--- src/rtl/bha_pkg.sv ---
package bha_pkg;

    typedef enum logic [2:0] {
        IDLE_OWNED = 3'd0,
        DRAIN      = 3'd1,
        FLOAT      = 3'd2,
        GRANTED    = 3'd3,
        RECLAIM    = 3'd4
    } arb_state_e;

endpackage

--- src/rtl/bha_sync.sv ---
module bha_sync #(
    parameter int STAGES = 2
) (
    input  logic clk,
    input  logic rst_n,
    input  logic async_i,
    output logic sync_o
);

    logic [STAGES-1:0] chain;

    always_ff @(posedge clk or negedge rst_n) begin
        if (!rst_n) begin
            chain <= '0;
        end else begin
            chain <= {chain[STAGES-2:0], async_i};
        end
    end

    assign sync_o = chain[STAGES-1];

endmodule

--- src/rtl/bha_gap_counter.sv ---
module bha_gap_counter #(
    parameter int WIDTH = 2
) (
    input  logic             clk,
    input  logic             rst_n,
    input  logic             clear_i,
    output logic [WIDTH-1:0] count_o
);

    localparam logic [WIDTH-1:0] TOP = '1;

    always_ff @(posedge clk or negedge rst_n) begin
        if (!rst_n) begin
            count_o <= '0;
        end else if (clear_i) begin
            count_o <= '0;
        end else if (count_o != TOP) begin
            count_o <= count_o + 1'b1;
        end
    end

endmodule

--- src/rtl/bus_hold_arbiter.sv ---
module bus_hold_arbiter
    import bha_pkg::*;
#(
    parameter int SYNC_STAGES   = 2,
    parameter int DRAIN_MIN     = 2,
    parameter int ACK_GAP       = 2,
    parameter int RECLAIM_FLOAT = 1
) (
    input  logic clk,
    input  logic rst_n,
    input  logic hold_req_n,
    input  logic hold_veto,
    input  logic mc_busy,
    output logic mc_stall,
    output logic hold_ack_n,
    output logic bus_oe
);

    localparam int MAX_A   = (DRAIN_MIN - 1 > ACK_GAP - 1) ? DRAIN_MIN - 1 : ACK_GAP - 1;
    localparam int CNT_MAX = (MAX_A > RECLAIM_FLOAT) ? MAX_A : RECLAIM_FLOAT;
    localparam int CNT_W   = $clog2(CNT_MAX + 2);

    localparam logic [CNT_W-1:0] DRAIN_LAST = CNT_W'(DRAIN_MIN - 1);
    localparam logic [CNT_W-1:0] ACK_LAST   = CNT_W'(ACK_GAP - 1);
    localparam logic [CNT_W-1:0] RECL_LAST  = CNT_W'(RECLAIM_FLOAT);

    arb_state_e       state_q;
    arb_state_e       state_nx;
    logic             req_seen;
    logic [CNT_W-1:0] gap_cnt;
    logic             cnt_clear;

    // Request synchronizer: positive polarity inside the block
    bha_sync #(.STAGES(SYNC_STAGES)) u_req_sync (
        .clk     (clk),
        .rst_n   (rst_n),
        .async_i (~hold_req_n),
        .sync_o  (req_seen)
    );

    // Shared delay counter, restarted on every state change
    assign cnt_clear = (state_nx != state_q);

    bha_gap_counter #(.WIDTH(CNT_W)) u_gap_cnt (
        .clk     (clk),
        .rst_n   (rst_n),
        .clear_i (cnt_clear),
        .count_o (gap_cnt)
    );

    // Next-state logic
    always_comb begin
        state_nx = state_q;
        unique case (state_q)
            IDLE_OWNED: begin
                if (req_seen && !hold_veto) state_nx = DRAIN;        // REQ
            end
            DRAIN: begin
                if (!req_seen || hold_veto) state_nx = IDLE_OWNED;   // ABORT
                else if (gap_cnt >= DRAIN_LAST && !mc_busy)
                    state_nx = FLOAT;                                 // DRAINED
            end
            FLOAT: begin
                if (!req_seen || hold_veto) state_nx = IDLE_OWNED;   // ABORT
                else if (gap_cnt >= ACK_LAST) state_nx = GRANTED;    // ACK
            end
            GRANTED: begin
                if (!req_seen) state_nx = RECLAIM;                   // WITHDRAW
            end
            RECLAIM: begin
                if (gap_cnt >= RECL_LAST) state_nx = IDLE_OWNED;     // RECLAIMED
            end
            default: state_nx = IDLE_OWNED;
        endcase
    end

    // State register
    always_ff @(posedge clk or negedge rst_n) begin
        if (!rst_n) begin
            state_q <= IDLE_OWNED;
        end else begin
            state_q <= state_nx;
        end
    end

    // Output decode
    always_comb begin
        mc_stall   = 1'b1;
        hold_ack_n = 1'b1;
        bus_oe     = 1'b1;
        unique case (state_q)
            IDLE_OWNED: begin
                mc_stall = 1'b0;
            end
            DRAIN: begin
            end
            FLOAT: begin
                bus_oe = 1'b0;
            end
            GRANTED: begin
                bus_oe     = 1'b0;
                hold_ack_n = 1'b0;
            end
            RECLAIM: begin
                hold_ack_n = 1'b0;
                bus_oe     = (gap_cnt >= RECL_LAST);
            end
            default: begin
                mc_stall = 1'b0;
            end
        endcase
    end

    // Assertions

    // the processor owns the bus whenever nothing is stalled
    p_idle_owns_r1: assert property (@(posedge clk) disable iff (!rst_n)
        !mc_stall |-> (bus_oe && hold_ack_n));

    // the pins are released only after the controller reported idle
    p_float_not_busy_r3: assert property (@(posedge clk) disable iff (!rst_n)
        $fell(bus_oe) |-> !$past(mc_busy));

    // the acknowledge follows two cycles of floating pins
    p_ack_gap_r4: assert property (@(posedge clk) disable iff (!rst_n)
        $fell(hold_ack_n) |-> (!bus_oe && !$past(bus_oe, 1) && !$past(bus_oe, 2)));

    // the bus is driven again one cycle before the acknowledge is removed
    p_reclaim_order_r5: assert property (@(posedge clk) disable iff (!rst_n)
        $rose(hold_ack_n) |-> ($past(bus_oe) && !$past(hold_ack_n)));

    // a veto seen before the grant keeps the acknowledge high
    p_veto_blocks_r7: assert property (@(posedge clk) disable iff (!rst_n)
        (hold_veto && hold_ack_n) |=> hold_ack_n);

    // a grant persists while the synchronized request is present
    p_grant_holds_r8: assert property (@(posedge clk) disable iff (!rst_n)
        (!hold_ack_n && bus_oe == 1'b0 && req_seen) |=> !hold_ack_n);

    // an acknowledged bus is always accompanied by a stall
    p_stall_in_hold_r9: assert property (@(posedge clk) disable iff (!rst_n)
        !hold_ack_n |-> mc_stall);

endmodule

--- config.mk ---
export PLATFORM = sky130hd
export DESIGN_NAME = bus_hold_arbiter
export DESIGN_NICKNAME = d
export VERILOG_FILES = /design/src/rtl/bha_pkg.sv /design/src/rtl/bha_sync.sv /design/src/rtl/bha_gap_counter.sv /design/src/rtl/bus_hold_arbiter.sv
export SDC_FILE = /design/constraint.sdc
export NUM_CORES = 1
export LEC_CHECK = 0
export ABC_AREA = 1
export BUFFER_PORTS_ARGS = -buffer_cell sky130_fd_sc_hd__buf_4
export CAP_MARGIN = 40
export CORE_AREA = 2 2 39 41
export CTS_CLUSTER_DIAMETER = 40
export DETAILED_ROUTE_END_ITERATION = 10
export DIE_AREA = 0 0 41 43
export GPL_TIMING_DRIVEN = 1
export SLEW_MARGIN = 15
export SYNTH_ARGS = -nofsm -noshare
export SYNTH_HDL_FRONTEND = slang
export SYNTH_HIERARCHICAL = 1
export SYNTH_SLANG_ARGS = --single-unit
export TNS_END_PERCENT = 10
--- constraint.sdc ---
create_clock -name clk -period 3.12 [get_ports clk]
set_input_delay 0.156 -clock clk [delete_from_list [all_inputs] [get_ports clk]]
set_output_delay 0.156 -clock clk [all_outputs]
set_load 0.01 [all_outputs]
Yosys cells after proc, flatten, opt, wreduce, memory -nomap -nowiden
Cells that the tools add are included.

cells by class
  $add $sub $neg = 1
  magnitude comparators = 1
  equal/unequal tests = 6
  muxes and demuxes = 13
  bitwise operators = 1
  reductions and logical operators = 11

operator list
  kind                 count
  $mux 3               7
  $pmux 3 s5           1
  $eq 3x2->1 const B   2
  $mux 2               2
  $reduce_or 2->1      2
  $reduce_or 4->1      1
  $eq 3x1->1 const B   1
  $eq 3x3->1 const B   1
  $logic_not 1->1      3
  $logic_not 3->1      1
  $ne 3x3->1           1
  $add 2x1->2 const B  1
  $ge 2x1->1 const B   1
  $logic_and 1x1->1    2
  $mux 1               2
  $ne 2x2->1 const B   1
  $pmux 1 s2           1
  $reduce_bool 2->1    1
  $logic_or 1x1->1     1
  $not 1->1            1

word-level totals
  register bits = 7
  input bits = 5
  output and inout bits = 3
  word-level logic and storage cells = 36

Logic depth before layout (Yosys ltp)
  word-level depth = 7
  mapped depth = 13
  mapped depth without buffers = 13

By module
The synthesis kept the hierarchy.

modules (own cells, without submodules)
  module            instances  cells an instance  area each (um^2)  sequential area each (um^2)
  bus_hold_arbiter  1          52                 297.8             75.1
  bha_gap_counter   1          12                 101.3             50.0
  bha_sync          1          2                  50.0              50.0

Worst setup path before layout
OpenSTA, ideal clock, no wires.

  path type = register -> register
  start point = register state_q[2]
  end point = register u_gap_cnt.count_o[0]
  library setup time = 65 ps
  arrival time = 1210 ps
  required time = 3055 ps
  setup slack = 1845 ps
  cell stages (with the launch flop) = 14
  path buffers = 0
  clock period less this slack = 1275 ps
  cell sequence = dfrtp_1 -> inv_2 -> nand2_2 -> nor2_2 -> nand2_1 -> nand2_1 -> nand2_2 -> nand2_2 -> nand2_1 -> nand2_1 -> nand3_2 -> inv_1 -> nand3_1 -> nand2_1

on the way
  elaborated cells between the ends (all ways) = 16
  those cells by class = eq/ne: 5; mux: 9; reduce/logical: 2

RTL lines
  item                                                line                    source
  start, declared                                     bus_hold_arbiter.sv:27  arb_state_e state_q;
  start signal, assigned                              bus_hold_arbiter.sv:82  state_q <= state_nx;
  $eq 3x3->1 (tied with other cells)                  bus_hold_arbiter.sv:54  unique case (state_q)
  $pmux 3 s5 *                                        bus_hold_arbiter.sv:54
  net state_nx[0]                                     bus_hold_arbiter.sv:28  arb_state_e state_nx;
  $ne 3x3->1 *                                        bus_hold_arbiter.sv:42  assign cnt_clear = (state_nx != state_q);
  net cnt_clear                                       bus_hold_arbiter.sv:31  logic cnt_clear;
  $mux 2 / $reduce_bool 2->1 (equally long branches)  --
  end signal, assigned                                bha_gap_counter.sv:18   count_o <= count_o + 1'b1;
  end, declared                                       bha_gap_counter.sv:7    output logic [WIDTH-1:0] count_o

The timed path passes the listed nets; every way through them passes the cells marked *.
A chain may end at the register's enable or synchronous reset.

Worst setup path after layout
Same ends and word-level chain as after synthesis.

==> summary.txt <==
Clock network
  – Post-CTS clock slew at the launch and capture registers of the worst setup and hold paths: 0.05 ns
  – H-tree depth: 1
  – Maximum clock insertion buffer count: 2
  – Total clock buffers created by CTS: 3
  – Root buf cell: sky130_fd_sc_hd__clkbuf_4
  – TritonCTS clock tree: built
  – CTS sink cnt: 7
  – Clk Latency, worst-skew pair: 0.24 ns

Worst setup path
  – Sort of element at the start of the critical path: register
  – R2R cell count: 11
  – CP Class: reg -> reg
  – Endpoint arrival time on the critical path: 1.63 ns
  – Biggest fanout along the worst timing path: 6
  – Crit Reg-Reg Startpoint: state_q[2]
  – Endpoint of the worst setup timing path: u_gap_cnt/count_o[0]
  – Launch point of the critical path: state_q[2]
  – CP endpoint kind: register
  – Flop-to-flop setup slack: 1.67 ns
  – Worst r2r dst: u_gap_cnt/count_o[0]
  – Required time of the critical path: 3.30 ns

Synth
  – Count of mapped cells out of synthesis: 66
  – Synthesized cell area: 449 um2
  – Basic-gate share of the synthesized area counting and, or, nand and nor cells: 0.407
  – Area contributors post-synth: sky130_fd_sc_hd__dfrtp_1 (39%), sky130_fd_sc_hd__nand2_1 (15%), sky130_fd_sc_hd__inv_1 (10%)
  – Net count of the mapped netlist: 72
  – Count of different cell masters after synthesis: 15
  – Proportion of synthesized area in mux cells: 0
  – Average instance area after synthesis: 6.81 um2
  – Adder and majority gate portion of the synthesized area: 0.0279
  – Largest area contributor in the netlist: sky130_fd_sc_hd__dfrtp_1
  – Sequential area share after synthesis: 0.390
  – Area share of the leading cell type in the synthesized netlist: 0.390
  – Combinational family with the most area after synthesis: simple AND/OR/NAND/NOR gates
  – Number of warnings printed during yosys synthesis: 6
  – Synthesized-area fraction occupied by xor and xnor cells: 0
  – Number of register bits inferred by synthesis: 7
  – Compound-gate portion of the synthesized area: 0.0585

Finish
  – Fraction of layout cells with a size suffix above 1: 0.256
  – FILL cells: 149
  – Sequential cell area: 175 um2
  – Count of antenna diodes in the layout: 0
  – Final Util: 0.403
  – Final #Nets: 85
  – Top library cells by usage in the layout, fill and taps aside: sky130_fd_sc_hd__nand2_1 (18), sky130_fd_sc_hd__inv_1 (12), sky130_fd_sc_hd__nor2_1 (7), sky130_fd_sc_hd__buf_4 (7), sky130_fd_sc_hd__dfrtp_1 (7)
  – Most common cell after layout, fill and taps aside: sky130_fd_sc_hd__nand2_1
  – Multi-input combinational cell area: 221 um2
  – Synth-to-layout area growth: 24.2%

Timing
  – Max Transition Viols Final: 0
  – Fin crit share: 0.465
  – Clock period minus worst slack: 1.45 ns
  – Fmax achieved: 690 MHz
  – Actual transition at the worst max-transition pin: 0.240 ns
  – RSZ-0062 raised after global routing: false
  – Number of failing hold endpoints at the final stage: 0
  – Final setup fails: 0
  – Clock Skews: 0.00320 ns
  – Setup_tns: 0 ns
  – Worst slew margin relative to its limit: 0.839

Global route
  – Pin count of the biggest net entering global routing: 8
  – Tot GR Track Use: 0.104
  – Vias in the first global route: 338
  – Antenna violations before repair: 0
  – Wire length of the first global-routing pass: 1260 um
  – Total grt overflow: 0

Die
  – Height of the die: 43 um
  – Area of the core: 1380 um2
  – Starting density of the core: 0.325
  – Cell Rows: 14
  – Io pins: 8
  – Die Footprint: 1760 um2
  – Die Wd: 41 um

Route
  – Via-per-instance ratio: 4.24
  – Vias post-DR: 399
  – Sum of routed wire length over all layers: 748 um
  – WL/cell: 7.96 um
  – Number of iterations in the first detailed-routing pass: 4
  – Post-route ant nets: 0
  – DRC marker count from the first detailed-route iteration: 9
  – DRC violations left: 0

Job
  – Count of maximum capacitance violations: 0

Placed design
  – Placed wire-length estimate after detailed placement: 654 um
  – Port-buffer cells: 7
  – Global placer's final weighted congestion: 0.755

Hold path
  – Type of the worst min-delay path: in -> reg
  – Number of instances on the worst hold path: 2

Pwr
  – Power density over cell area: 506 nW/um2
  – Static leakage: 0.316 nW
  – Worst ir drop on vdd: 240 uV

Run status
  – Outcome: finished, final reports clean
[worst min path at each step]
stage / startpoint / end / slack (ns)
3_3_place_gp: rst_n / u_gap_cnt/count_o[0] / -0.03
2_1_floorplan: rst_n / state_q[0] / -0.14
4_1_cts: hold_req_n / u_req_sync/chain[0] / 0.04
6_report: hold_req_n / u_req_sync/chain[0] / 0.05
3_5_place_dp: rst_n / u_gap_cnt/count_o[0] / -0.03
5_1_grt: hold_req_n / u_req_sync/chain[0] / 0.05
[report_power, final]
group	total, mW	internal (mW)	switching, mW
logic	0.0831	0.0348	0.0482
registers	0.123	0.106	0.0170
clock network	0.0764	0.0484	0.0280
total	0.282	0.189	0.0932
[Yosys cell counts]
master                      n
sky130_fd_sc_hd__nand2_1   18
sky130_fd_sc_hd__inv_1     12
sky130_fd_sc_hd__dfrtp_1    7
sky130_fd_sc_hd__nor2_1     7
sky130_fd_sc_hd__nand3_1    6
sky130_fd_sc_hd__nand2_2    4
sky130_fd_sc_hd__inv_2      2
sky130_fd_sc_hd__nor2_2     2
sky130_fd_sc_hd__o211ai_1   2
sky130_fd_sc_hd__a21oi_1    1
sky130_fd_sc_hd__ha_1       1
sky130_fd_sc_hd__nand3_2    1
sky130_fd_sc_hd__nor3_1     1
sky130_fd_sc_hd__o22ai_1    1
sky130_fd_sc_hd__or2_2      1
[registers in the layout, summed over array words and instances (netlist names)]
name               flops
state_q                3
u_gap_cnt/count_o      2
u_req_sync/chain       2
[kinds of logic (layout without fill, tap and decap cells)]
group / after synthesis / after routing
buf+inv: 14 / 26
compound gates: 4 / 4
fa+ha+maj: 1 / 1
flops: 7 / 7
simple gates: 40 / 40
[repair_timing]
action	CTS	global route
setup endpoints to repair	0	0
setup buffers	0	0
hold buffers	1	0
gates resized for setup	0	0
endpoints found under the hold margin	7	0
[cell type report]
type                            count  area share
Multi-Input combinational cell     45       0.397
Sequential cell                     7       0.314
Timing Repair Buffer                8       0.112
Inverter                           14      0.0942
Clock buffer                        4      0.0471
Tap cell                           16      0.0359
[worst max-delay path, stage by stage, from the launching register on]
cell                      delay, ns
sky130_fd_sc_hd__dfrtp_1       0.44
sky130_fd_sc_hd__inv_2         0.08
sky130_fd_sc_hd__nand2_2       0.08
sky130_fd_sc_hd__nor2_1        0.18
sky130_fd_sc_hd__nand2_2       0.10
sky130_fd_sc_hd__nand2_2       0.09
sky130_fd_sc_hd__nand2_1       0.05
sky130_fd_sc_hd__nand2_1       0.06
sky130_fd_sc_hd__nand3_2       0.05
sky130_fd_sc_hd__inv_1         0.10
sky130_fd_sc_hd__nand3_1       0.07
sky130_fd_sc_hd__nand2_1       0.08
[stage by stage]
step                instance area, um2  hold WS, ns  setup slack (ns)  cells  power (mW)
finish                             558       0.0536              1.67     94       0.282
global route                       558       0.0527              1.49     94       0.307
CTS                                558       0.0419              1.66     94       0.290
detailed placement                 522      -0.0306              1.67     89       0.209
global placement                   522      -0.0320              1.69     89       0.206
floorplan                          449       -0.140              1.84     66       0.184
[metal layers]
metal	GRT usage	wire length, um	part of all wire
met3	0.0157	20	0.027
met4	0.0600	0	0
met2	0.138	345	0.46
met1	0.155	382	0.51
met5	0	0	0
Note: power is estimated with default switching activity, not from simulation.
